## config.mk

```make
export PLATFORM = sky130hd
export DESIGN_NAME = dafilt_top
export DESIGN_NICKNAME = d
export VERILOG_FILES = /design/src/rtl/dafilt_pkg.sv /design/src/rtl/dafilt_hash.sv /design/src/rtl/dafilt_exact.sv /design/src/rtl/dafilt_top.sv
export SDC_FILE = /design/constraint.sdc
export NUM_CORES = 1
export LEC_CHECK = 0
export BUFFER_PORTS_ARGS = -buffer_cell sky130_fd_sc_hd__buf_2
export CAP_MARGIN = 5
export CORE_MARGIN = 4
export CORE_UTILIZATION = 45
export CTS_CLUSTER_SIZE = 14
export DETAILED_ROUTE_END_ITERATION = 16
export PLACE_DENSITY_LB_ADDON = 0.3
export REMOVE_ABC_BUFFERS = 1
export SYNTH_ARGS = -nofsm -noshare
export SYNTH_HDL_FRONTEND = slang
export SYNTH_SLANG_ARGS = --single-unit
```

## constraint.sdc

```tcl
create_clock -name clk -period 4.39 [get_ports clk]
set_input_delay 0.439 -clock clk [delete_from_list [all_inputs] [get_ports clk]]
set_output_delay 0.439 -clock clk [all_outputs]
set_load 0.03 [all_outputs]
```

## src/rtl/dafilt_pkg.sv

```systemverilog
`timescale 1ns/1ps
package dafilt_pkg;
    typedef enum logic [1:0] {
        RSN_REJECT  = 2'd0,
        RSN_EXACT   = 2'd1,
        RSN_HASH    = 2'd2,
        RSN_PROMISC = 2'd3
    } reason_e;

    typedef enum logic {
        ST_IDLE   = 1'b0,
        ST_RESULT = 1'b1
    } dstate_e;
endpackage

```

## src/rtl/dafilt_hash.sv

```systemverilog
`timescale 1ns/1ps
// Folds every address bit into a short index, bit n going to index bit n mod HASH_W.
module dafilt_hash #(
    parameter int ADDR_W = 48,
    parameter int HASH_W = 6
) (
    input  logic [ADDR_W-1:0] addr,
    output logic [HASH_W-1:0] idx
);
    always_comb begin
        idx = '0;
        for (int n = 0; n < ADDR_W; n++) begin
            idx[n % HASH_W] = idx[n % HASH_W] ^ addr[n];
        end
    end
endmodule

```

## src/rtl/dafilt_exact.sv

```systemverilog
`timescale 1ns/1ps
// Exact-match table with a unicast/multicast split chosen by ucnt.
module dafilt_exact #(
    parameter int N_ENTRY = 8,
    parameter int ADDR_W  = 48,
    parameter int WORD_W  = 32,
    parameter int CNT_W   = 4
) (
    input  logic               clk,
    input  logic               rst_n,
    input  logic [N_ENTRY-1:0] we_lo,
    input  logic [N_ENTRY-1:0] we_hi,
    input  logic [WORD_W-1:0]  wdata,
    input  logic [CNT_W-1:0]   ucnt,
    input  logic [ADDR_W-1:0]  look_addr,
    output logic               hit
);
    localparam int HI_W = ADDR_W - WORD_W;

    logic [N_ENTRY-1:0] match;
    logic               look_mcast;

    assign look_mcast = look_addr[0];

    for (genvar i = 0; i < N_ENTRY; i++) begin : g_slot
        logic [WORD_W-1:0] lo_q;
        logic [HI_W-1:0]   hi_q;
        logic              val_q;
        logic              uni_slot;

        always_ff @(posedge clk) begin
            if (!rst_n) begin
                lo_q  <= '0;
                hi_q  <= '0;
                val_q <= 1'b0;
            end else begin
                if (we_lo[i]) lo_q <= wdata;
                if (we_hi[i]) begin
                    hi_q  <= wdata[HI_W-1:0];
                    val_q <= 1'b1;
                end
            end
        end

        assign uni_slot = CNT_W'(i) < ucnt;
        assign match[i] = val_q && ({hi_q, lo_q} == look_addr)
                          && (uni_slot ? !look_mcast : look_mcast);
    end

    assign hit = |match;
endmodule

```

## src/rtl/dafilt_top.sv

```systemverilog
`timescale 1ns/1ps
module dafilt_top #(
    parameter int N_ENTRY = 8,
    parameter int ADDR_W  = 48,
    parameter int HASH_W  = 6,
    parameter int WORD_W  = 32,
    parameter int CFG_AW  = 5
) (
    input  logic              clk,
    input  logic              rst_n,
    input  logic              cfg_we,
    input  logic [CFG_AW-1:0] cfg_addr,
    input  logic [WORD_W-1:0] cfg_wdata,
    input  logic              da_valid,
    input  logic [ADDR_W-1:0] da_addr,
    output logic              dec_valid,
    output logic              dec_accept,
    output logic [1:0]        dec_reason
);
    import dafilt_pkg::*;

    localparam int CNT_W      = $clog2(N_ENTRY + 1);
    localparam int HASH_BINS  = 1 << HASH_W;
    localparam int HASH_WORDS = HASH_BINS / WORD_W;
    localparam int HASH_BASE  = 2 * N_ENTRY;
    localparam int CTRL_ADDR  = HASH_BASE + HASH_WORDS;
    localparam int UCNT_LSB   = 4;

    // Configuration decode
    logic [N_ENTRY-1:0]   we_lo, we_hi;
    logic [HASH_BINS-1:0] hash_map;
    logic                 copy_all;
    logic [CNT_W-1:0]     ucnt;
    logic [CNT_W-1:0]     wr_cnt;

    for (genvar i = 0; i < N_ENTRY; i++) begin : g_dec
        assign we_lo[i] = cfg_we && (cfg_addr == CFG_AW'(2 * i));
        assign we_hi[i] = cfg_we && (cfg_addr == CFG_AW'(2 * i + 1));
    end

    for (genvar w = 0; w < HASH_WORDS; w++) begin : g_hword
        always_ff @(posedge clk) begin
            if (!rst_n)
                hash_map[w*WORD_W +: WORD_W] <= '0;
            else if (cfg_we && cfg_addr == CFG_AW'(HASH_BASE + w))
                hash_map[w*WORD_W +: WORD_W] <= cfg_wdata;
        end
    end

    assign wr_cnt = cfg_wdata[UCNT_LSB +: CNT_W];

    always_ff @(posedge clk) begin
        if (!rst_n) begin
            copy_all <= 1'b0;
            ucnt     <= '0;
        end else if (cfg_we && cfg_addr == CFG_AW'(CTRL_ADDR)
                     && wr_cnt <= CNT_W'(N_ENTRY)) begin
            copy_all <= cfg_wdata[0];
            ucnt     <= wr_cnt;
        end
    end

    // Lookup
    logic              exact_hit;
    logic [HASH_W-1:0] hidx;
    logic              is_mcast, is_bcast, hash_hit;
    reason_e           rsn_d, rsn_q;
    dstate_e           state_q, state_d;

    dafilt_exact #(
        .N_ENTRY(N_ENTRY), .ADDR_W(ADDR_W), .WORD_W(WORD_W), .CNT_W(CNT_W)
    ) u_exact (
        .clk(clk), .rst_n(rst_n), .we_lo(we_lo), .we_hi(we_hi),
        .wdata(cfg_wdata), .ucnt(ucnt), .look_addr(da_addr), .hit(exact_hit)
    );

    dafilt_hash #(.ADDR_W(ADDR_W), .HASH_W(HASH_W)) u_hash (
        .addr(da_addr), .idx(hidx)
    );

    assign is_mcast = da_addr[0];
    assign is_bcast = &da_addr;
    assign hash_hit = is_mcast && hash_map[hidx];

    always_comb begin
        if (exact_hit || is_bcast) rsn_d = RSN_EXACT;
        else if (hash_hit)         rsn_d = RSN_HASH;
        else if (copy_all)         rsn_d = RSN_PROMISC;
        else                       rsn_d = RSN_REJECT;
    end

    // Next state
    always_comb begin
        unique case (state_q)
            ST_IDLE:   state_d = da_valid ? ST_RESULT : ST_IDLE;
            ST_RESULT: state_d = da_valid ? ST_RESULT : ST_IDLE;
        endcase
    end

    // State register
    always_ff @(posedge clk) begin
        if (!rst_n) begin
            state_q <= ST_IDLE;
            rsn_q   <= RSN_REJECT;
        end else begin
            state_q <= state_d;
            rsn_q   <= da_valid ? rsn_d : RSN_REJECT;
        end
    end

    // Outputs
    always_comb begin
        unique case (state_q)
            ST_IDLE: begin
                dec_valid  = 1'b0;
                dec_accept = 1'b0;
                dec_reason = RSN_REJECT;
            end
            ST_RESULT: begin
                dec_valid  = 1'b1;
                dec_accept = (rsn_q != RSN_REJECT);
                dec_reason = rsn_q;
            end
        endcase
    end
endmodule

```

# Word-level counts from Yosys, hierarchy flattened

Cells that the tools add are included.

$lt $le $gt $ge: 10
Bitwise operators: 45
Reductions and logical operators: 45
Mux-type cells: 17
Eq/ne operators: 26

Operators by type and width:

| kind                                                                  | number |
|---|---|
| 48-bit == test                                                        | 8 |
| 48-bit AND reduction                                                  | 1 |
| 1-bit XOR                                                             | 42 |
| 5-bit by 4-bit == test with 1-bit output (second input constant)      | 8 |
| 1-bit logical AND                                                     | 37 |
| 5-bit by 3-bit == test with 1-bit output (second input constant)      | 4 |
| 3-bit by 4-bit < comparator with 1-bit output (first input constant)  | 4 |
| 5-bit == test (second input constant)                                 | 3 |
| 1-bit two-way mux                                                     | 11 |
| 5-bit by 2-bit == test with 1-bit output (second input constant)      | 2 |
| 1-bit by 4-bit < comparator with 1-bit output (first input constant)  | 2 |
| 2-bit by 4-bit < comparator with 1-bit output (first input constant)  | 2 |
| 8-bit OR reduction                                                    | 1 |
| 6-bit by 7-bit < comparator with 1-bit output (second input constant) | 1 |
| 1-bit binary-select mux with 6-bit select                             | 1 |
| 5-bit by 1-bit == test with 1-bit output (second input constant)      | 1 |
| 5-bit zero test                                                       | 1 |
| 4-bit less-or-equal comparator (second input constant)                | 1 |
| 2-bit two-way mux                                                     | 2 |
| 1-bit one-hot mux with 2 select lines                                 | 2 |
| 2-bit one-hot mux with 2 select lines                                 | 1 |
| 1-bit inverter                                                        | 3 |
| 3-bit OR reduction                                                    | 1 |
| 2-bit AND reduction                                                   | 1 |
| other kinds (3)                                                       | 3 |

Input bits: 89
Flip-flop bits (word level): 464
Logic and storage cells: 174

# Logic depth before layout (Yosys ltp)

Depth after elaboration: 12
Mapped depth: 12

# By module

Synthesis repeated with hierarchy kept, for this count alone.

Cells, all modules: 2355
Area, all modules: 23176.0 um^2

Modules (own cells, without submodules):

| module       | instances | cells each | area each (um^2) | sequential area each (um^2) |
|---|---|---|---|---|
| dafilt_exact | 1         | 1918       | 19314.8          | 7847.5 |
| dafilt_top   | 1         | 395        | 3493.4           | 1441.4 |
| dafilt_hash  | 1         | 42         | 367.9            | 0.0 |

# Least setup slack after synthesis

Ideal clock, no wire load.

Path type: input to register
Start point: input port da_addr[42]
End point: register rsn_q[1]
Setup slack: 1.676 ns
Library setup time: 0.116 ns
Cell stages on the path: 10
Arrival: 2.597 ns
Cell sequence: buf_4 -> xor2_2 -> xnor2_1 -> xnor2_2 -> mux4_1 -> mux2i_1 -> o22ai_1 -> nor4_2 -> nor3_1 -> o211a_1

Word-level cells in the longest chain between the ends: 6

Ends and longest elaborated chain:

| element                                                                                           | line              | text |
|---|---|---|
| start, declared                                                                                   | dafilt_top.sv:15  | `input logic [ADDR_W-1:0] da_addr,` |
| parallel branches: the longest is 6 deep, another holds 1-bit binary-select mux with 6-bit select | --                |  |
| end signal, assigned                                                                              | dafilt_top.sv:107 | `rsn_q <= da_valid ? rsn_d : RSN_REJECT;` |
| end, declared                                                                                     | dafilt_top.sv:67  | `reason_e rsn_d, rsn_q;` |

Parallel ways; which one is timed is not known. The select of a mux whose other input is x is not followed.
A chain may end at the register's enable or synchronous reset.

# Final worst setup path

Start point: register ucnt[3]
End point: register rsn_q[0]

Word-level cells in the longest chain between the ends: 6

Ends and longest elaborated chain:

| element                                                               | line               | text |
|---|---|---|
| start, declared                                                       | dafilt_top.sv:33   | `logic [CNT_W-1:0] ucnt;` |
| start signal, assigned                                                | dafilt_top.sv:59   | `ucnt <= wr_cnt;` |
| 1-bit by 4-bit < comparator with 1-bit output (tied with other cells) | dafilt_exact.sv:45 | `assign uni_slot = CNT_W'(i) < ucnt;` |
| 1-bit two-way mux                                                     | dafilt_exact.sv:47 | `&& (uni_slot ? !look_mcast : look_mcast);` |
| 1-bit logical AND                                                     | dafilt_exact.sv:47 |  |
| 8-bit OR reduction (*)                                                | dafilt_exact.sv:50 | `assign hit = \|match;` |
| 1-bit logical OR (*)                                                  | dafilt_top.sv:86   | `if (exact_hit \|\| is_bcast) rsn_d = RSN_EXACT;` |
| 1-bit two-way mux (*)                                                 | dafilt_top.sv:86   |  |

Mark *: on every way between the ends. The rest lies on a longest branch, timed or not.

==> out/qor.csv <==
stage,metric,value,unit
power,p_seq_share,42.4,%
yosys,async_reset_ff_share,0,%
yosys,synth_compound_area_share,17.82,%
yosys,synth-edff-count,0,
yosys,synth_top_family_by_area,simple AND/OR/NAND/NOR gates,
yosys,synthXorXnorAreaFrac,14.17,%
power,internal_power,0.007335,W
critical_path,path_class,register to register,
cts,cts_tree,done,
power,p_leak,8.588,nW
yosys,synthTopCellsByCount,"nand2_1 (926), dfxtp_1 (464), a21boi_0 (448)",
cts,post_cts_buffers,0,
layout,fill_cells,4824,
timing,setup_viol,0,
placed_design,hpwl,63210,um
floorplan,core_area,50270,um^2
detailed_routing,routedWlPerCell,28.62,um
power,switching_share,27.20,%
worst_hold_path,hp-class,input pin to register,
global_routing,grt-ovfl-total,0,
floorplan,ios,93,
yosys,muxShareOfSynthArea,1.835,%
timing,max_freq,339.0,MHz
critical_path,startpoint_type,register,
power,power_switching,0.002740,W
yosys,syn_inst,2829,
cts,numClockSinks,464,
timing,fin_crit_sh,67.20,%
cts,clk_path_buf_depth,3,
detailed_routing,vias,21050,
yosys,synth-seq-cells,464,
floorplan,dieWidth,234.0,um
cts,postCtsHoldBufs,0,
floorplan,die_area,54740,um^2
cts,clockRootBuffer,clkbuf_16,
cts,cts_resized,0,
placed_design,gp_congestion,1.020,
yosys,synth_ff_type,dfxtp_1,
critical_path,reg2reg_from,ucnt[3],
floorplan,die_height,234.0,um
layout,antennaDiodeCount,0,
power,powerDensity,394.0,nW/um^2
power,clkPwrFrac,45.4,%
critical_path,cp-startpoint,ucnt[3],
yosys,seq_area_frac_synth,40.42,%
yosys,synth_area_leader_cell,dfxtp_1,
yosys,yosysWarnings,0,
layout,nets,2878,
worst_hold_path,worstHoldStart,da_valid,
detailed_routing,drt_iter0_markers,2697,
layout,drive_gt1_share,9.367,%
yosys,netlist_area,22980,um^2
global_routing,grt_pass1_vias,19770,
critical_path,worst-path-max-fanout,11,
yosys,synth_adder_area_share,0,%
critical_path,crit_path_end_kind,register,
global_routing,grt_max_degree,161,
cts,clock_latency,0.61,ns
cts,cts_buffers,51,
global_routing,antenna_found_initial,6,
yosys,yosys.area_share.simple,20.74,%
timing,tns,0,ns
timing,hold_viol,0,
detailed_routing,first_pass_iters,6,
yosys,synthTopCellsByArea,"dfxtp_1 (40%), nand2_1 (15%), a21boi_0 (15%)",
layout,fin_util,50.86,%
yosys,avgSynthCellArea,8.123,um^2
yosys,synth_most_common_cell,nand2_1,
yosys,synth.lib_cells_used.distinct,57,
timing,rsz0062_at_grt,no,
timing,tightest_slew,1.139,ns
detailed_routing,drt_wl_total,100200,um
placed_design,placed_cells_incl_taps,3408,
timing,max_slew_margin,23.38,%
critical_path,worstPathArrival,3.39,ns
detailed_routing,vias_per_cell,6.013,
power,irDropWorstVdd,0.2905,mV
flow_run,cap_violations,0,
layout,area_growth_syn_to_layout,11.27,%
global_routing,grt_pass1_wl,141300,um
layout,multiInputGateArea,12640,um^2
layout,register_area,9289,um^2
cts,htreeDepth,2,
timing,finClkSkew,0.01005,ns
global_routing,grtUsageTotal,35.83,%
timing,maxSlewViolCount,0,
layout,instances_no_fill,3501,
cts,clkTransAtPathRegs,0.06,ns
floorplan,core.rowCount,82,
placed_design,io_buffers,92,
yosys,synth_top_area_share,40.42,%
floorplan,initial_core_util,45.71,%
status,outcome,"complete, no violations",
detailed_routing,drc,0,
power,p_comb_share,12.3,%
timing,period_needed,2.950,ns
critical_path,cp.required,4.83,ns
detailed_routing,ant_nets,0,
## critical path, stage by stage, from the launching register on
cell and delay (ns):
dfxtp_1 0.30, buf_4 0.18, or3_1 0.44, a21oi_1 0.32, nor4_1 0.16, nand4_1 0.10, o41ai_1 0.11, nor4_1 0.98
a21boi_1 0.19
## per-stage QoR
| step | worst slack, ns | cell area (um^2) | power (W) | hold slack [ns] |
|---|---|---|---|---|
| after CTS | 1.503 | 25570 | 0.01006 | 0.1616 |
| after floorplan | 0.9099 | 22000 | 0.004896 | 0.4344 |
| after detailed placement | 0.9627 | 23800 | 0.005551 | 0.4519 |
| final | 1.440 | 25570 | 0.01008 | 0.1743 |
| after global placement | 1.002 | 23800 | 0.005547 | 0.4419 |
| after global routing | 1.415 | 25570 | 0.01029 | 0.1652 |
## placed cells by master, fill, tap and decap left out, drive strengths merged, types with 6 or more instances in the layout
master / n
nand4: 72
o2bb2ai: 11
inv: 44
nand3: 9
a21boi: 449
o21a: 9
o22ai: 19
mux4: 10
xor2: 157
clkinv: 12
nand2: 926
a221oi: 7
clkbuf: 69
dfxtp: 464
nor4: 60
nand2b: 6
o21ai: 11
clkinvlp: 8
nor2b: 16
mux2i: 14
nor3: 12
buf: 141
xnor2: 213
nor2: 24
## flip-flops by register name, indices dropped and copies added (netlist names)
name                  flops
copy_all                  1
hash_map                 64
rsn_q                     2
state_q                   1
u_exact.g_slot.hi_q     128
u_exact.g_slot.lo_q     256
u_exact.g_slot.val_q      8
ucnt                      4
## power groups by stage
stage / Combinational, W / Clock, W / Sequential, W
after floorplan: 0.000543 / 0 / 0.00435
after global placement: 0.00119 / 0 / 0.00436
after detailed placement: 0.00119 / 0 / 0.00436
after CTS: 0.00120 / 0.00459 / 0.00427
after global routing: 0.00126 / 0.00476 / 0.00427
final: 0.00123 / 0.00457 / 0.00427
## path summary, 6_finish.rpt
check	to	slack (ns)	cells after the start
min reg2reg	u_exact.g_slot[0].val_q	0.46	1
min	state_q	0.17	2
max reg2reg	rsn_q[0]	1.44	8
max	rsn_q[0]	1.44	8
## cells by family after synthesis
logic type,Yosys count
XOR/XNOR,370
AO/OA/AOI/OAI,545
flip-flops,464
multiplexers,27
buffers and inverters,279
AND/OR/NAND/NOR,1144
## cell type report
class | instances | area share [%]
multi-input cells | 2086 | 49.42
well taps | 672 | 3.288
flip-flops and latches | 464 | 36.33
repair buffers | 141 | 3.376
clock buffers | 69 | 5.892
inverters | 45 | 0.6606
clock inverters | 24 | 1.037
## metal layers
metal  up-vias  GRT usage, %  part of all wire, %
li1       9207             -                    -
met1     10220         46.98                   39
met2      1285         55.76                   44
met3       335         6.791                   10
met4         8         19.79                  6.8
met5         -             0                0.038
No activity file was read; power rests on OpenSTA's default activity.
